File: config.mk
export PLATFORM = sky130hd
export DESIGN_NAME = tas_sem_unit
export DESIGN_NICKNAME = d
export VERILOG_FILES = /design/src/rtl/tas_pkg.sv /design/src/rtl/tas_port_decode.sv /design/src/rtl/tas_sem_slice.sv /design/src/rtl/tas_sem_unit.sv
export SDC_FILE = /design/constraint.sdc
export NUM_CORES = 1
export LEC_CHECK = 0
export BUFFER_PORTS_ARGS = -buffer_cell sky130_fd_sc_hd__buf_2
export CAP_MARGIN = 30
export CORE_MARGIN = 5
export CORE_UTILIZATION = 33
export CTS_BUF_LIST = sky130_fd_sc_hd__clkbuf_2 sky130_fd_sc_hd__clkbuf_4 sky130_fd_sc_hd__clkbuf_8
export DETAILED_ROUTE_END_ITERATION = 8
export GPL_ROUTABILITY_DRIVEN = 1
export GPL_TIMING_DRIVEN = 0
export HOLD_SLACK_MARGIN = 0.15
export PLACE_DENSITY = 0.51
export SYNTH_ARGS = -nofsm -noshare
export SYNTH_HDL_FRONTEND = slang
export SYNTH_SLANG_ARGS = --single-unit
File: constraint.sdc
create_clock -name clk -period 2.8 [get_ports clk]
set_input_delay 0.56 -clock clk [delete_from_list [all_inputs] [get_ports clk]]
set_output_delay 0.56 -clock clk [all_outputs]
set_load 0.02 [all_outputs]
File: src/rtl/tas_pkg.sv
// Shared definitions for the test-and-set semaphore bank.
// Assumes: one operation bit per port.
package tas_pkg;
    typedef enum logic {
        SEM_OP_TAS     = 1'b0,
        SEM_OP_RELEASE = 1'b1
    } sem_op_e;
endpackage

File: src/rtl/tas_port_decode.sv
// Turns one port's request into one-hot hit vectors over the semaphores:
// one vector for test-and-set and one for release.
// Assumes: the index is below NUM_SEMS. Larger indices hit nothing.
module tas_port_decode #(
    parameter int NUM_SEMS = 8,
    parameter int IDX_W    = 3
) (
    input  logic                req,
    input  logic                op,
    input  logic [IDX_W-1:0]    idx,
    output logic [NUM_SEMS-1:0] tas_hit,
    output logic [NUM_SEMS-1:0] rel_hit
);
    import tas_pkg::*;

    for (genvar k = 0; k < NUM_SEMS; k++) begin : g_sem
        logic sel;
        // Purpose: decide whether this port addresses semaphore k.
        assign sel        = req && (idx == IDX_W'(k));
        assign tas_hit[k] = sel && (sem_op_e'(op) == SEM_OP_TAS);
        assign rel_hit[k] = sel && (sem_op_e'(op) == SEM_OP_RELEASE);
    end
endmodule

File: src/rtl/tas_sem_slice.sv
// Resolves one semaphore for one cycle. Releases apply first. Testers
// then take turns in ascending port order: the first sees the state left
// after the releases, and every later tester sees 1. A releaser sees the
// value held at the start of the cycle.
// Assumes: a port does not both test and release in the same cycle.
module tas_sem_slice #(
    parameter int NUM_PORTS = 4
) (
    input  logic                 cur,
    input  logic [NUM_PORTS-1:0] tas_req,
    input  logic [NUM_PORTS-1:0] rel_req,
    output logic                 nxt,
    output logic [NUM_PORTS-1:0] seen
);
    logic after_rel;

    // Purpose: state left once all releases of this cycle are applied.
    assign after_rel = cur & ~(|rel_req);

    // Purpose: value each port observes, served in fixed port priority.
    always_comb begin
        logic taken_earlier;
        taken_earlier = 1'b0;
        for (int p = 0; p < NUM_PORTS; p++) begin
            if (rel_req[p]) begin
                seen[p] = cur;
            end else if (taken_earlier) begin
                seen[p] = 1'b1;
            end else begin
                seen[p] = after_rel;
            end
            taken_earlier = taken_earlier | tas_req[p];
        end
    end

    // Purpose: next stored value; any tester leaves the semaphore set.
    assign nxt = after_rel | (|tas_req);
endmodule

File: src/rtl/tas_sem_unit.sv
// Top of the test-and-set semaphore bank. Each port's request is decoded,
// the per-port hits are regrouped per semaphore, each semaphore is
// resolved by a slice, and the state and per-port responses are
// registered.
// Assumes: responses are consumed in the cycle they are shown. There is
// no back-pressure.
module tas_sem_unit #(
    parameter int NUM_PORTS = 4,
    parameter int NUM_SEMS  = 8,
    parameter int IDX_W     = (NUM_SEMS > 1) ? $clog2(NUM_SEMS) : 1
) (
    input  logic                       clk,
    input  logic                       rst_n,
    input  logic [NUM_PORTS-1:0]       req_i,
    input  logic [NUM_PORTS-1:0]       op_i,
    input  logic [NUM_PORTS*IDX_W-1:0] idx_i,
    output logic [NUM_PORTS-1:0]       rsp_valid_o,
    output logic [NUM_PORTS-1:0]       rsp_old_o
);
    logic [NUM_SEMS-1:0]  sem_q;
    logic [NUM_SEMS-1:0]  sem_nxt;
    logic [NUM_SEMS-1:0]  tas_hit [NUM_PORTS];
    logic [NUM_SEMS-1:0]  rel_hit [NUM_PORTS];
    logic [NUM_PORTS-1:0] tas_col [NUM_SEMS];
    logic [NUM_PORTS-1:0] rel_col [NUM_SEMS];
    logic [NUM_PORTS-1:0] seen_col [NUM_SEMS];
    logic [NUM_PORTS-1:0] old_nxt;
    logic [NUM_PORTS-1:0] rsp_valid_q;
    logic [NUM_PORTS-1:0] rsp_old_q;

    for (genvar p = 0; p < NUM_PORTS; p++) begin : g_port
        tas_port_decode #(
            .NUM_SEMS (NUM_SEMS),
            .IDX_W    (IDX_W)
        ) u_dec (
            .req     (req_i[p]),
            .op      (op_i[p]),
            .idx     (idx_i[p*IDX_W +: IDX_W]),
            .tas_hit (tas_hit[p]),
            .rel_hit (rel_hit[p])
        );
        // Purpose: pick this port's observed value from the addressed slice.
        assign old_nxt[p] = seen_col[idx_i[p*IDX_W +: IDX_W]][p];
    end

    for (genvar k = 0; k < NUM_SEMS; k++) begin : g_sem
        for (genvar p = 0; p < NUM_PORTS; p++) begin : g_tr
            // Purpose: regroup port-major hits into semaphore-major columns.
            assign tas_col[k][p] = tas_hit[p][k];
            assign rel_col[k][p] = rel_hit[p][k];
        end
        tas_sem_slice #(
            .NUM_PORTS (NUM_PORTS)
        ) u_slice (
            .cur     (sem_q[k]),
            .tas_req (tas_col[k]),
            .rel_req (rel_col[k]),
            .nxt     (sem_nxt[k]),
            .seen    (seen_col[k])
        );
    end

    // Purpose: hold the semaphore bits; all free after reset.
    always_ff @(posedge clk) begin
        if (!rst_n) begin
            sem_q <= '0;
        end else begin
            sem_q <= sem_nxt;
        end
    end

    // Purpose: register one response per requesting port.
    always_ff @(posedge clk) begin
        if (!rst_n) begin
            rsp_valid_q <= '0;
            rsp_old_q   <= '0;
        end else begin
            rsp_valid_q <= req_i;
            rsp_old_q   <= req_i & old_nxt;
        end
    end

    assign rsp_valid_o = rsp_valid_q;
    assign rsp_old_o   = rsp_old_q;
endmodule

==> results of run 1 <==
sequential cells by signal, summed over array words and instances, names as in the netlist:
register and flops:
sem_q 8, rsp_old_o 4, rsp_valid_o 4
per-stage QoR:
stage	std cells	area, um^2
global route	337	2020
global placement	333	1960
finish	337	2020
CTS	337	2020
floorplan	237	1740
detailed placement	333	1960
cell families (layout without fill, tap and decap cells):
logic type	Yosys count	after routing	share of synthesized area [%]
mux	9	9	6.67
buf+inv	16	46	4.09
compound gates	79	79	32.1
flops	16	16	18.4
simple gates	117	117	38.8
where the power goes:
part	switching [mW]	leakage [nW]	internal (mW)
logic	0.144	0.610	0.0871
clock network	0.107	0.0288	0.126
registers	0.0173	0.131	0.242
worst min path at each step:
stage                  start             end  slack (ps)  depth (start not counted)
finish              req_i[2]  rsp_valid_o[2]         600                          2
global placement    sem_q[3]    rsp_old_o[0]         750                          2
floorplan           sem_q[2]        sem_q[2]         580                          2
CTS                 req_i[2]  rsp_valid_o[2]         600                          2
global route        req_i[2]  rsp_valid_o[2]         630                          2
detailed placement  sem_q[3]    rsp_old_o[0]         740                          2
placed cells by master, fill, tap and decap left out, types with 5 or more instances in the layout:
master,instances
buf_2,32
nor2_1,24
nand2_1,21
dfxtp_1,16
o22ai_1,15
nand3_1,12
a21oi_1,12
nand2b_1,10
o21ai_0,9
nand3b_1,7
clkbuf_1,6
mux2i_1,6
a31oi_1,6
nor2b_1,5
o31ai_1,5
metal layers:
layer	vias to the layer above	part of all wire, %	global-route usage [%]
li1	984	-	-
met1	1007	43	26.1
met2	120	46	32.9
met3	20	8.9	4.12
met4	0	2.8	6.54
met5	-	0	0
area by class of cell:
| cell class | instances | area (um^2) |
|---|---|---|
| fill | 578 | 3090 |
| multi-input combinational | 205 | 1350 |
| sequential | 16 | 320 |
| timing repair buffer | 26 | 130 |
| tap | 70 | 87.6 |
| buffer | 13 | 60.1 |
| clock buffer | 4 | 55.1 |
| inverter | 3 | 11.3 |
==> impl_metrics.ini, run 1 <==
[outcome]
status = finished, final reports clean

[clock_tree]
ctsResizeCount = 0
path_clk_slew_ps = 90
cts_tree = built
holdBufCountCts = 0
root_buffer = clkbuf_8
cts_made_buffers = 3
cts_sinks = 16
clkLatencyLatePin_ps = 270
clockBufferDepth = 2
h-tree-depth = 1
postCtsSetupRepairBufs = 0

[grt]
grt_pass1_wl_mm = 10.2
grt_max_degree = 11
grt.total_usage_pct = 20.0
grt-ovfl-total = 0
grt_pass1_vias = 1982
antenna_found_initial = 0

[route]
first_pass_iters = 5
drt-total-wl_mm = 6.58
drc = 0
drt_iter0_drc = 267
wl_per_cell_um = 19.5
vias = 2131
drt.antenna.violating_nets = 0
drt-vias-per-instance = 6.32

[power]
peakVddDrop_uv = 205
fin_total_pwr_mw = 0.722
p_per_area_nw_per_um2 = 358
p_leak_nw = 0.771

[finish]
n_antenna_cell = 0
nets = 290
fin_util_pct = 39.5
drive_gt1_share_pct = 19.1
syn_to_final_growth_pct = 15.6

[timing]
worst_slack_ps = 470
timing.hold.ws_ps = 601
fmax_ghz = 0.429
skew_ps = 11.9
rsz0062_at_grt = no
max_slew_margin_pct = 61.9
post-route-period-util_pct = 83.2
fin_crit_ps = 2330
tns_ps = 0
setup-violations-final = 0
slew_viol_final = 0
finalHoldViolCount = 0
worst_slew_pin_slew_ps = 570

[worst_setup_path]
reg2reg_depth = 5
cp-startpoint = idx_i[11]
r2r-end = rsp_old_o[3]
slowest_delay_ps = 410
reg2reg_slack_ps = 800
start_kind = primary input
cp_num_cells = 7
crit_family = compound AO/OA/AOI/OAI gates
crit_path_end = rsp_old_o[3]
end_kind = flip-flop
r2r_start = sem_q[3]
cp.required_ps = 2920
worstPathCellList = buf_2 > nand3b_1 > o21ai_0 > nor3_1 > or2_1 > a2111oi_0 > o32ai_1
crit_fanout = 8
cp_num_buf_inv = 1
worstSetupPathType = primary input to flip-flop
worstPathArrival_ps = 2450
cp_slowest_cell = o21ai_0

[place]
port_buffers = 26
dp.final_hpwl_mm = 4.96
place_ws_ps = 242
place.gp.congestion = 0.979

[yosys]
yosysWarnings = 0
ys_ff_latch = 16
ys_types = 60
async_reset_ff_share_pct = 0
synth.top_cells.by_count = nor2_1, nand2_1, dfxtp_1, o22ai_1
seq_area_frac_synth_pct = 18.4
syn_area_um2 = 1740
yosys-top-cells-area = dfxtp_1, o22ai_1, nor2_1, nand2_1, nand2b_1
avgSynthCellArea_um2 = 7.36
synth_nets = 259
post-synth-top-count-cell = nor2_1
yosysTopAreaCell = dfxtp_1
synth_top_area_share_pct = 18.4
synth_flop_cell = dfxtp_1
netlist_instances = 237
synth_edf_count = 0

[flow_run]
maxCapViolations = 0

[floorplan]
row_count = 26
fp.coreArea_um2 = 5110
die-area_um2 = 6840
die_h_um = 82.7
dieWidth_um = 82.7
ios = 30
initial_core_util_pct = 34.1

[hold_path]
hold_class = primary input to flip-flop
No activity file was read; power rests on OpenSTA's default activity.
==> run 2: changes to the inputs <==
--- a/config.mk
+++ b/config.mk
@@ -14,7 +14,7 @@
 export GPL_ROUTABILITY_DRIVEN = 1
 export GPL_TIMING_DRIVEN = 0
 export HOLD_SLACK_MARGIN = 0.15
-export PLACE_DENSITY = 0.51
+export PLACE_DENSITY = 0.53
 export SYNTH_ARGS = -nofsm -noshare
 export SYNTH_HDL_FRONTEND = slang
 export SYNTH_SLANG_ARGS = --single-unit
==> constraint.sdc (replaced) <==
create_clock -name clk -period 2.1 [get_ports clk]
set_input_delay 0.42 -clock clk [delete_from_list [all_inputs] [get_ports clk]]
set_output_delay 0.42 -clock clk [all_outputs]
set_load 0.02 [all_outputs]
==> run 2 against run 1 <==
Final area grew 0.81%. Power rose by 33%. Non-clock buffer count increased by 2. Cell count grew 0.59%. Count of clock-buffer cells in the layout stayed put. Critical path depth up 1. Setup slack got worse by 380 ps. Flip-flop and latch count unchanged. Routed wire length fell by 0.18%. Core utilization rose by 0.32 points. Via count shrank 0.75%. Largest power group unchanged.
==> impl_metrics.ini, run 2 (synthesis results as in run 1) <==
[floorplan]
dieWidth_um = 82.7
ios = 30
fp.coreArea_um2 = 5110
row_count = 26
die-area_um2 = 6840
initial_core_util_pct = 34.1
die_h_um = 82.7

[worst_setup_path]
worstPathArrival_ps = 2180
crit_fanout = 8
cp.required_ps = 2270
end_kind = flip-flop
worstSetupPathType = primary input to flip-flop
cp_slowest_cell = or4b_1
worstPathCellList = buf_2 > nand2b_1 > clkbuf_1 > o22ai_1 > a31o_1 > nor4_1 > or4b_1 > o32ai_1
start_kind = primary input
slowest_delay_ps = 470

[route]
wl_met1_mm = 2.92
drt-total-wl_mm = 6.56
drt-vias-per-instance = 6.24
highest_layer = met4
first_pass_iters = 5
vias = 2115
drc = 0
wl_met3_um = 551
drt_iter0_drc = 223
wl_per_cell_um = 19.4
drt.antenna.violating_nets = 0
wl_met2_mm = 2.94

[finish]
n_antenna_cell = 0
top_register = sem_q
largest_reg_flops = 8
drive_gt1_share_pct = 20.1
final_cell_mix = buf_2, nor2_1, nand2_1
n_fill_cell = 549
design_area_um2 = 2030
syn_to_final_growth_pct = 16.6
final_common_cell = buf_2
finalNonFillerCells = 339
nets = 292

[power]
seq_power_share_pct = 36.1
p_sw_share_pct = 36.6
clkPwrFrac_pct = 31.4
p_leak_nw = 0.784
p_per_area_nw_per_um2 = 471
peakVddDrop_uv = 198
p_comb_share_pct = 32.5
intPower_mw = 0.608
netSwitchingPower_mw = 0.350

[timing]
max_slew_margin_pct = 64.0
tns_ps = 0
timing.hold.ws_ps = 483
slew_viol_final = 0
worst_slack_ps = 87.2
setup-violations-final = 0
post-route-period-util_pct = 95.8
fin_crit_ps = 2010
rsz0062_at_grt = no
finalHoldViolCount = 0
worst_slew_pin_slew_ps = 539
skew_ps = 2.84
fmax_ghz = 0.497

[flow_run]
maxCapViolations = 0

[grt]
grt_max_degree = 11
grt-ovfl-total = 0
antenna_found_initial = 0
grt_pass1_vias = 1959
grt_pass1_wl_mm = 10.2
grt.total_usage_pct = 20.0

[clock_tree]
cts_made_buffers = 3
h-tree-depth = 1
clkLatencyLatePin_ps = 260
root_buffer = clkbuf_8
path_clk_slew_ps = 80
cts_sinks = 16
clockBufferDepth = 2
cts_tree = built

[place]
dpl-instance-area_um2 = 1960
place.gp.congestion = 0.990
dp.final_hpwl_mm = 4.90
port_buffers = 26
place_ws_ps = -225
dp.cells = 333

[outcome]
status = finished, final reports clean

[hold_path]
hold_class = primary input to flip-flop
-- run 2: cell count changes in the layout (fill, tap and decap cells not counted) --
cell | previous run | this run
buf_4 | 1 | 3
o21ai_1 | 1 | 2
o21ai_0 | 9 | 8
clkbuf_2 | 0 | 1
clkbuf_1 | 6 | 5
-- run 2: final timing paths --
check                           startpoint              to  slack [ps]  depth (start not counted)
worst max-delay path               op_i[0]    rsp_old_o[3]          90                          8
worst min-delay path              req_i[2]  rsp_valid_o[2]         480                          2
worst max register to register    sem_q[3]    rsp_old_o[3]         210                          5
worst min register to register    sem_q[3]    rsp_old_o[0]         760                          2
-- run 2: per-stage QoR --
| stage | power [mW] | utilization, % |
|---|---|---|
| 2_1_floorplan | 0.541 | - |
| 3_5_place_dp | 0.653 | 38.4 |
| 6_report | 0.959 | 39.8 |
| 4_1_cts | 0.956 | 39.5 |
| 5_1_grt | 1.00 | 39.8 |
| 3_3_place_gp | 0.655 | 38.4 |
-- run 2: repair_timing --
| item | in CTS | in global routing |
|---|---|---|
| hold buffers | 0 | 0 |
| setup buffers | 0 | 2 |
| endpoints found under the setup margin | 0 | 1 |
| resized for setup | 0 | 3 |
-- run 2: layout make-up --
| type | count | area (um^2) | share of cell area [%] |
|---|---|---|---|
| buffer | 13 | 61.3 | 3.02 |
| clock buffer | 4 | 55.1 | 2.71 |
| inverter | 3 | 11.3 | 0.554 |
| multi-input combinational | 205 | 1350 | 66.5 |
| sequential | 16 | 320 | 15.8 |
| tap | 70 | 87.6 | 4.31 |
| timing repair buffer | 28 | 145 | 7.14 |
-- run 2: power groups by stage --
stage / clock, mW / sequential, mW / combinational, mW
after detailed placement: 0 / 0.351 / 0.302
after global routing: 0.314 / 0.347 / 0.340
after global placement: 0 / 0.352 / 0.303
after floorplan: 0 / 0.352 / 0.190
after CTS: 0.309 / 0.344 / 0.303
final: 0.301 / 0.346 / 0.312
-- run 2: per-layer routing --
layer,track usage (%),up-vias
met5,0,-
met4,6.05,0
met3,2.49,12
met1,27.6,983
met2,32.2,128
li1,-,992
-- run 2: critical path, delay by kind of cell --
kind | cells | cell delay (ps)
AOI/OAI and AO/OA | 3 | 740
buffers and inverters | 2 | 360
and+or+nand+nor | 3 | 670
